## config.mk

```make
export PLATFORM = sky130hd
export DESIGN_NAME = xfer_fifo_status
export DESIGN_NICKNAME = d
export VERILOG_FILES = /design/src/rtl/xfs_pkg.sv /design/src/rtl/xfs_sticky_bit.sv /design/src/rtl/xfs_cfg_regs.sv /design/src/rtl/xfer_fifo_status.sv
export SDC_FILE = /design/constraint.sdc
export NUM_CORES = 1
export LEC_CHECK = 0
export ABC_CLOCK_PERIOD_IN_PS = 1800
export CORE_AREA = 8 8 64 66
export DETAILED_ROUTE_END_ITERATION = 10
export DIE_AREA = 0 0 72 74
export PLACE_DENSITY = 0.86
export REMOVE_ABC_BUFFERS = 1
export SETUP_SLACK_MARGIN = 0.2
export SYNTH_ARGS = -nofsm -noshare
export SYNTH_HDL_FRONTEND = slang
export SYNTH_SLANG_ARGS = --single-unit
```

## constraint.sdc

```tcl
create_clock -name clk -period 1.8 [get_ports clk]
set_input_delay 0.36 -clock clk [delete_from_list [all_inputs] [get_ports clk]]
set_output_delay 0.36 -clock clk [all_outputs]
set_load 0.01 [all_outputs]
```

## src/rtl/xfs_pkg.sv

```systemverilog
package xfs_pkg;

    localparam int ADDR_W = 4;
    localparam int IRQ_N  = 5;
    localparam int ERR_N  = 3;

    typedef enum logic [ADDR_W-1:0] {
        A_STATUS = 4'h0,
        A_TXLVL  = 4'h1,
        A_RXLVL  = 4'h2,
        A_TXTHR  = 4'h3,
        A_RXTHR  = 4'h4,
        A_MASK   = 4'h5,
        A_RAW    = 4'h6,
        A_MSKD   = 4'h7,
        A_CLEAR  = 4'h8
    } reg_addr_e;

    // positions in the interrupt vector
    localparam int IV_TX_LOW  = 0;
    localparam int IV_TX_OVF  = 1;
    localparam int IV_RX_UNF  = 2;
    localparam int IV_RX_OVF  = 3;
    localparam int IV_RX_HIGH = 4;

    // positions in the clear write data
    localparam int CL_ALL    = 0;
    localparam int CL_RX_UNF = 1;
    localparam int CL_RX_OVF = 2;
    localparam int CL_TX_OVF = 3;

    // index of each sticky error inside the error array
    localparam int EI_TX_OVF = 0;
    localparam int EI_RX_UNF = 1;
    localparam int EI_RX_OVF = 2;

endpackage

```

## src/rtl/xfs_sticky_bit.sv

```systemverilog
module xfs_sticky_bit (
    input  logic clk,
    input  logic rst_n,
    input  logic set_i,
    input  logic clr_i,
    output logic flag_o
);

    logic flag_d, flag_q;

    always_comb begin
        // a new event outranks a clear arriving in the same cycle
        flag_d = set_i | (flag_q & ~clr_i);
    end

    always_ff @(posedge clk or negedge rst_n) begin
        if (!rst_n) flag_q <= 1'b0;
        else        flag_q <= flag_d;
    end

    assign flag_o = flag_q;

endmodule

```

## src/rtl/xfs_cfg_regs.sv

```systemverilog
module xfs_cfg_regs
    import xfs_pkg::*;
#(
    parameter int DEPTH  = 16,
    parameter int DATA_W = 8,
    localparam int LVL_W = $clog2(DEPTH + 1)
) (
    input  logic              clk,
    input  logic              rst_n,
    input  logic              we_i,
    input  logic [ADDR_W-1:0] addr_i,
    input  logic [DATA_W-1:0] wdata_i,
    output logic [LVL_W-1:0]  tx_thr_o,
    output logic [LVL_W-1:0]  rx_thr_o,
    output logic [IRQ_N-1:0]  mask_o
);

    typedef struct packed {
        logic [LVL_W-1:0] tx_thr;
        logic [LVL_W-1:0] rx_thr;
        logic [IRQ_N-1:0] mask;
    } cfg_t;

    cfg_t cfg_d, cfg_q;
    logic in_range;

    always_comb begin
        cfg_d    = cfg_q;
        in_range = (int'(wdata_i) < DEPTH);
        if (we_i) begin
            unique case (addr_i)
                A_TXTHR: if (in_range) cfg_d.tx_thr = wdata_i[LVL_W-1:0];
                A_RXTHR: if (in_range) cfg_d.rx_thr = wdata_i[LVL_W-1:0];
                A_MASK:  cfg_d.mask = wdata_i[IRQ_N-1:0];
                default: ;
            endcase
        end
    end

    always_ff @(posedge clk or negedge rst_n) begin
        if (!rst_n) cfg_q <= '0;
        else        cfg_q <= cfg_d;
    end

    assign tx_thr_o = cfg_q.tx_thr;
    assign rx_thr_o = cfg_q.rx_thr;
    assign mask_o   = cfg_q.mask;

endmodule

```

## src/rtl/xfer_fifo_status.sv

```systemverilog
module xfer_fifo_status
    import xfs_pkg::*;
#(
    parameter int DEPTH  = 16,
    parameter int DATA_W = 8,
    localparam int LVL_W = $clog2(DEPTH + 1)
) (
    input  logic              clk,
    input  logic              rst_n,
    input  logic              busy_i,
    input  logic [LVL_W-1:0]  tx_level_i,
    input  logic [LVL_W-1:0]  rx_level_i,
    input  logic              tx_push_i,
    input  logic              rx_push_i,
    input  logic              rx_pop_i,
    input  logic              reg_we_i,
    input  logic [ADDR_W-1:0] reg_addr_i,
    input  logic [DATA_W-1:0] reg_wdata_i,
    output logic [DATA_W-1:0] reg_rdata_o,
    output logic              irq_o
);

    localparam logic [LVL_W-1:0] FULL_LVL = LVL_W'(DEPTH);

    logic [LVL_W-1:0] cfg_txthr, cfg_rxthr;
    logic [IRQ_N-1:0] cfg_mask;
    logic [ERR_N-1:0] err_set, err_clr, err_flag;
    logic [IRQ_N-1:0] raw_irq, msk_irq;
    logic [4:0]       status_w;
    logic             clr_wr;

    xfs_cfg_regs #(.DEPTH(DEPTH), .DATA_W(DATA_W)) u_cfg (
        .clk      (clk),
        .rst_n    (rst_n),
        .we_i     (reg_we_i),
        .addr_i   (reg_addr_i),
        .wdata_i  (reg_wdata_i),
        .tx_thr_o (cfg_txthr),
        .rx_thr_o (cfg_rxthr),
        .mask_o   (cfg_mask)
    );

    always_comb begin
        clr_wr = reg_we_i && (reg_addr_i == A_CLEAR);
        err_set[EI_TX_OVF] = tx_push_i && (tx_level_i == FULL_LVL);
        err_set[EI_RX_UNF] = rx_pop_i  && (rx_level_i == '0);
        err_set[EI_RX_OVF] = rx_push_i && (rx_level_i == FULL_LVL);
        err_clr[EI_TX_OVF] = clr_wr && (reg_wdata_i[CL_ALL] || reg_wdata_i[CL_TX_OVF]);
        err_clr[EI_RX_UNF] = clr_wr && (reg_wdata_i[CL_ALL] || reg_wdata_i[CL_RX_UNF]);
        err_clr[EI_RX_OVF] = clr_wr && (reg_wdata_i[CL_ALL] || reg_wdata_i[CL_RX_OVF]);
    end

    for (genvar g = 0; g < ERR_N; g++) begin : g_err
        xfs_sticky_bit u_bit (
            .clk    (clk),
            .rst_n  (rst_n),
            .set_i  (err_set[g]),
            .clr_i  (err_clr[g]),
            .flag_o (err_flag[g])
        );
    end

    always_comb begin
        raw_irq             = '0;
        raw_irq[IV_TX_LOW]  = (tx_level_i <= cfg_txthr);
        raw_irq[IV_TX_OVF]  = err_flag[EI_TX_OVF];
        raw_irq[IV_RX_UNF]  = err_flag[EI_RX_UNF];
        raw_irq[IV_RX_OVF]  = err_flag[EI_RX_OVF];
        raw_irq[IV_RX_HIGH] = (rx_level_i > cfg_rxthr);
        msk_irq             = raw_irq & cfg_mask;

        status_w = {rx_level_i == FULL_LVL, rx_level_i == '0,
                    tx_level_i == '0, tx_level_i == FULL_LVL, busy_i};
    end

    always_comb begin
        unique case (reg_addr_i)
            A_STATUS: reg_rdata_o = DATA_W'(status_w);
            A_TXLVL:  reg_rdata_o = DATA_W'(tx_level_i);
            A_RXLVL:  reg_rdata_o = DATA_W'(rx_level_i);
            A_TXTHR:  reg_rdata_o = DATA_W'(cfg_txthr);
            A_RXTHR:  reg_rdata_o = DATA_W'(cfg_rxthr);
            A_MASK:   reg_rdata_o = DATA_W'(cfg_mask);
            A_RAW:    reg_rdata_o = DATA_W'(raw_irq);
            A_MSKD:   reg_rdata_o = DATA_W'(msk_irq);
            default:  reg_rdata_o = '0;
        endcase
    end

    assign irq_o = |msk_irq;

endmodule

```

==> results.ini, run 1 <==
[critical_path]
r2r_slack_ns=0.58
cp_top_family=simple AND/OR/NAND/NOR gates
crit_start=u_cfg.rx_thr_o[1]
crit_required_ns=1.44
critPathBufInv=2
slowest_delay_ns=0.38
endpoint=reg_rdata_o[4]
arrival_ns=1.81
crit_chain=inv_2 -> ha_1 -> nand4_1 -> or2_4 -> o2111ai_2 -> o211ai_1 -> buf_2
reg2reg_from=u_cfg.rx_thr_o[2]
timing.rr.end=u_cfg.rx_thr_o[2]
start_kind=flip-flop
path_max_fanout=2
crit_path_end_kind=output port
reg2reg_depth=5
crit_type=flip-flop to output port
crit_slowest_cell=dfrtp_1
cp_num_cells=7

[global_routing]
grt.total_usage_pct=21.1
grt_pass1_wl_mm=8.74
antenna_found_initial=0
grt_max_degree=19
gr-total-overflow=0
grt_pass1_vias=1766

[cells_and_area]
final_util_pct=77.8
finalInstanceArea_sq_um=2470
drive_above_1_share_pct=57.3
syn_to_final_growth_pct=71.4
num-fill-cells=189
multi_input_area_sq_um=1090
nets=287
regArea_sq_um=450
antenna_cells=0

[die]
die_h_microns=74
design.core.area_sq_um=3180
fp.dieW_microns=72
rows=21
start_util_pct=45.4
ios=38
dieArea_sq_um=5330

[timing]
min_period_ns=2.17
finalMaxSlewViolations=0
finalCritPeriodShare_pct=121
setup_ws_ns=-0.374
finalSetupViolCount=6
finalClockSkew_ns=0
rsz0062_at_grt=true
fmax_mhz=460
hold_viol=0

[route]
drtPass1Iterations=5
drt_iter0_markers=284
viasPerCell=5.98
wl_per_cell_microns=21.6
postRouteAntennaNets=0
wirelength_mm=6.31
vias=1745
drc=0

[synthesis]
yosysTopAreaCellShare_pct=31.2
async_flop_share_pct=100
yosys_warnings=0
netlist_area_sq_um=1440
seq_area_frac_synth_pct=31.2
ys_ff_latch=18
syn_inst=152
synth.avg_cell_area_sq_um=9.49
synth_edf_count=0
yosysTopAreaCell=dfrtp_1
synthFlopType=dfrtp_1
ys_top_cells_by_area=dfrtp_1 (31%), ha_1 (8.7%), mux2_2 (7.0%)
ys_types=41

[worst_hold_path]
hold_path.class=primary input to async pin

[clock_network]
cts_tree=yes
clk_latency_ns=0.29
clk_pin_slew_worst_paths_ns=0.09
htree_levels=1
cts_buffers=3
cts.path.max_buffers=2
clock-sinks=18
holdBufCountCts=0
ctsRootBufferMaster=clkbuf_4

[power]
ir_worst_vdd_uv=532
p_leak_nw=1.16
p_per_area_nw_per_um2=504

[run]
drv_cap=0

[placed_design]
place_area_sq_um=2160
port_buffers=34
dp_hpwl_mm=3.81
gp_congestion=0.953

[run_status]
violations=setup timing
status=complete, but fails checks

==> placed cells by master, fill, tap and decap left out, types with 2 or more instances in the layout <==
| master | instances |
|---|---|
| inv_1 | 10 |
| inv_2 | 4 |
| nand2_1 | 6 |
| o211ai_1 | 4 |
| buf_6 | 14 |
| nor2_1 | 7 |
| dlygate4sd2_1 | 5 |
| o21ai_0 | 3 |
| ha_1 | 5 |
| conb_1 | 3 |
| dfrtp_1 | 18 |
| buf_4 | 53 |
| o22ai_1 | 2 |
| mux2i_1 | 8 |
| ha_4 | 5 |
| or2_4 | 2 |
| nand4_1 | 4 |
| nand3_1 | 5 |
| clkbuf_4 | 3 |
| buf_2 | 15 |
| a311oi_2 | 2 |
| mux2_4 | 4 |
| mux2_2 | 9 |
| a21o_1 | 2 |
| nor4_4 | 3 |
| a21oi_2 | 7 |
| nor2_2 | 2 |
| clkdlybuf4s50_1 | 9 |
| nand4b_1 | 2 |
| nand3b_1 | 2 |
| a21oi_1 | 2 |
==> flip-flops by register name, indices dropped and copies added (netlist names) <==
register,count
u_cfg.rx_thr_o,5
u_cfg.tx_thr_o,5
g_err.u_bit.flag_o,3
u_cfg.mask_o,5
==> repair_timing <==
action / CTS / global route
cloned: 1 / 0
pin swaps: 29 / 19
endpoints found under the setup margin: 24 / 15
setup buffers: 7 / 6
gates resized for setup: 125 / 20
==> synth_stat cells, types with 3 or more instances <==
library cell	n
ha_1	10
clkbuf_1	3
a21oi_1	9
mux2_2	9
o211ai_1	4
nor4_1	4
buf_4	4
nand2_1	7
mux2_4	4
nand3_1	5
mux2i_1	9
o21ai_0	4
dfrtp_1	18
nor2_1	9
inv_1	13
nand4_1	4
a311oi_1	3
==> area by class of cell <==
class | count | area share (%)
multi-input cells | 112 | 44.2
repair buffers | 99 | 32.2
flip-flops and latches | 18 | 18.2
well taps | 46 | 2.33
inverters | 14 | 2.13
clock buffers | 3 | 0.911
==> power by group <==
| part | switching [mW] | leakage, nW | internal [mW] |
|---|---|---|---|
| sequential | 0.0496 | 0.237 | 0.454 |
| clock | 0.117 | 0.0138 | 0.0778 |
| combinational | 0.262 | 0.906 | 0.287 |
| total | 0.428 | 1.16 | 0.818 |
==> layer usage <==
metal	wire [microns]	vias up	GRT usage, %
li1	-	747	-
met1	2480	832	24.2
met2	3020	139	37.6
met3	556	27	3.50
met4	255	0	9.98
met5	0	-	0
==> kinds of logic (layout without fill, tap and decap cells) <==
logic type | count (synthesis) | in the layout | share of synthesized area, %
and+or+nand+nor | 45 | 45 | 18.0
AOI/OAI and AO/OA | 31 | 31 | 14.5
buffers and inverters | 24 | 116 | 8.41
muxes | 23 | 23 | 19.0
DFF | 18 | 18 | 31.2
adders and majority gates | 10 | 10 | 8.67
other | 1 | 3 | 0.260
==> per-stage QoR <==
step | std cells | setup TNS, ns | setup WS (ns) | power, mW | hold slack, ns
after floorplan | 144 | 0 | 0.0163 | 0.667 | 0.0644
after global placement | 275 | -12.26 | -0.961 | 0.942 | 0.528
after detailed placement | 275 | -12.50 | -0.997 | 0.958 | 0.535
after CTS | 286 | -1.07 | -0.337 | 1.18 | 0.403
after global routing | 292 | -1.88 | -0.463 | 1.30 | 0.429
final | 292 | -1.45 | -0.374 | 1.25 | 0.394
==> worst min path at each step <==
stage                                  to  cells after the start
floorplan           g_err[0].u_bit.flag_o                      0
global placement          u_cfg.mask_o[1]                      1
detailed placement        u_cfg.mask_o[1]                      1
CTS                     u_cfg.rx_thr_o[3]                      2
global route            u_cfg.rx_thr_o[3]                      2
finish                  u_cfg.rx_thr_o[4]                      2
No activity file was read; power rests on OpenSTA's default activity.
==> run 2, diff against run 1 <==
--- a/config.mk
+++ b/config.mk
@@ -9,6 +9,7 @@
 export CORE_AREA = 8 8 64 66
 export DETAILED_ROUTE_END_ITERATION = 10
 export DIE_AREA = 0 0 72 74
+export MAX_ROUTING_LAYER = met4
 export PLACE_DENSITY = 0.86
 export REMOVE_ABC_BUFFERS = 1
 export SETUP_SLACK_MARGIN = 0.2
==> results.ini, run 2 (synthesis results as in run 1) <==
[die]
design.core.area_sq_um=3180  ; unchanged
die_h_microns=74  ; unchanged
start_util_pct=45.4  ; unchanged
ios=38  ; unchanged
dieArea_sq_um=5330  ; unchanged
fp.dieW_microns=72  ; unchanged
rows=21  ; unchanged

[cells_and_area]
nets=271  ; -5.6%
final_common_cell=buf_4
final_util_pct=73.6  ; -4.2 points
antenna_cells=0  ; unchanged
final_cell_mix=buf_4 (41), dfrtp_1 (18), buf_2 (15)
fin_cells=277  ; -5.1%
syn_to_final_growth_pct=62.2
drive_above_1_share_pct=52.8  ; -4.5 points

[route]
drtPass1Iterations=4  ; -1
vias=1610  ; -7.7%
postRouteAntennaNets=0  ; unchanged
drc=0  ; unchanged
viasPerCell=5.81  ; -2.7%
wirelength_mm=5.46  ; -13%
wl_per_cell_microns=19.7  ; -8.8%
drt_iter0_markers=130  ; -54%

[power]
ir_worst_vdd_uv=699  ; +31%
switching_share_pct=32.7  ; -1.6 points
p_leak_nw=1.08  ; -6.5%
p_switching_mw=0.410  ; -4.4%
clock_power_share_pct=20.1  ; +4.5 points
p_int_mw=0.841  ; +2.8%
pwr-share-comb_pct=40.1  ; -3.9 points
p_per_area_nw_per_um2=535  ; +6.0%
total_power_mw=1.25  ; +0.32%
p_seq_share_pct=39.8  ; -0.6 points

[timing]
min_period_ns=2.20  ; +0.0304 ns
hold_viol=0  ; unchanged
finalCritPeriodShare_pct=122  ; +1.7 points
finalClockSkew_ns=0  ; unchanged
setup_ws_ns=-0.405  ; -0.0304 ns
finalSetupViolCount=5  ; -1
fmax_mhz=454  ; -1.4%
rsz0062_at_grt=true
finalMaxSlewViolations=0  ; unchanged

[placed_design]
dp_slack_ns=-0.985  ; +0.0120 ns
dp_hpwl_mm=3.77  ; -1.1%
port_buffers=34  ; unchanged
gp_congestion=0.904  ; -5.2%
placedCellCount=270  ; -1.8%

[clock_network]
ctsRootBufferMaster=clkbuf_4
clk_pin_slew_worst_paths_ns=0.11  ; +0.02 ns
cts_buffers=3  ; unchanged
cts_tree=yes
cts.path.max_buffers=2  ; unchanged
holdBufCountCts=0  ; unchanged
htree_levels=1  ; unchanged
clock-sinks=18  ; unchanged
clk_latency_ns=0.29  ; about the same

[global_routing]
antenna_found_initial=0  ; unchanged
grt_pass1_wl_mm=8.47  ; -3.2%
gr-total-overflow=0  ; unchanged
grt_max_degree=19  ; unchanged
grt.total_usage_pct=21.2  ; +0.068 points
grt_pass1_vias=1633  ; -7.5%

[run_status]
violations=setup timing
status=complete, but fails checks

[critical_path]
crit_path_end_kind=output port
arrival_ns=1.84  ; +0.03 ns
path_max_fanout=3  ; +1
start_kind=flip-flop
crit_type=flip-flop to output port
crit_required_ns=1.44  ; about the same

[worst_hold_path]
hold_path.class=primary input to async pin

[run]
drv_cap=0  ; unchanged

==> run 2: changes by cell type in the layout (fill, tap and decap cells not counted), moves of 2 or more <==
cell | before | now
buf_6 | 14 | 10
a21oi_2 | 7 | 5
buf_4 | 53 | 41
a21oi_1 | 2 | 4
==> run 2: final timing paths <==
path	start	end	slack [ns]	cells after the start
max	u_cfg.tx_thr_o[2]	irq_o	-0.40	7
min	rst_n	u_cfg.rx_thr_o[3]	0.39	2
max reg2reg	u_cfg.tx_thr_o[2]	u_cfg.tx_thr_o[2]	0.78	3
min reg2reg	g_err[0].u_bit.flag_o	g_err[0].u_bit.flag_o	0.55	2
max in group asynchronous	rst_n	g_err[1].u_bit.flag_o	1.22	2
min in group clk	rx_level_i[2]	g_err[2].u_bit.flag_o	0.51	5
==> run 2: power groups by stage <==
stage	combinational, mW	clock, mW	sequential (mW)
floorplan	0.174	0	0.493
global placement	0.425	0	0.501
detailed placement	0.436	0	0.503
CTS	0.460	0.253	0.495
global route	0.540	0.273	0.503
finish	0.502	0.251	0.497
==> run 2: repair_timing <==
| item | CTS | global route |
|---|---|---|
| setup endpoints to repair | 24 | 10 |
| buffers inserted | 2 | 1 |
| hold endpoints to repair | 0 | 0 |
| pin swaps | 29 | 11 |
| resized for setup | 122 | 20 |
==> run 2: through the flow <==
step | cell area [sq um] | TNS (ns) | hold slack [ns]
after floorplan | 1380 | 0 | 0.0644
after global placement | 2120 | -12.94 | 0.527
after detailed placement | 2120 | -13.01 | 0.532
after CTS | 2290 | -1.10 | 0.397
after global routing | 2340 | -1.72 | 0.405
final | 2340 | -1.17 | 0.385
==> run 2: layout make-up <==
cell class | instances | area (sq um)
multi-input combinational | 112 | 1080
fill | 198 | 840
timing repair buffer | 83 | 663
sequential | 18 | 450
tap | 46 | 57.6
inverter | 14 | 55.1
clock buffer | 4 | 36.3
==> run 2: critical path: stages (launching register included) <==
cell and delay, ns:
dfrtp_1 0.42, inv_2 0.09, ha_4 0.21, a21o_1 0.16, a211oi_2 0.21, a21oi_2 0.11, o221ai_2 0.19, buf_2 0.17
==> run 2: per-layer routing <==
layer | global-route usage [%] | vias to the layer above | routed length [microns]
met1 | 24.3 | 776 | 2230
met2 | 35.5 | 83 | 2600
met5 | - | - | 0
met4 | 10.2 | 0 | 265
li1 | - | 722 | -
met3 | 3.37 | 29 | 365
==> run 3, diff against run 2 <==
--- a/config.mk
+++ b/config.mk
@@ -13,6 +13,7 @@
 export PLACE_DENSITY = 0.86
 export REMOVE_ABC_BUFFERS = 1
 export SETUP_SLACK_MARGIN = 0.2
+export SLEW_MARGIN = 10
 export SYNTH_ARGS = -nofsm -noshare
 export SYNTH_HDL_FRONTEND = slang
 export SYNTH_SLANG_ARGS = --single-unit
==> results of run 3 <==
The final DEF is identical to that of run 2; final timing and power are the same.
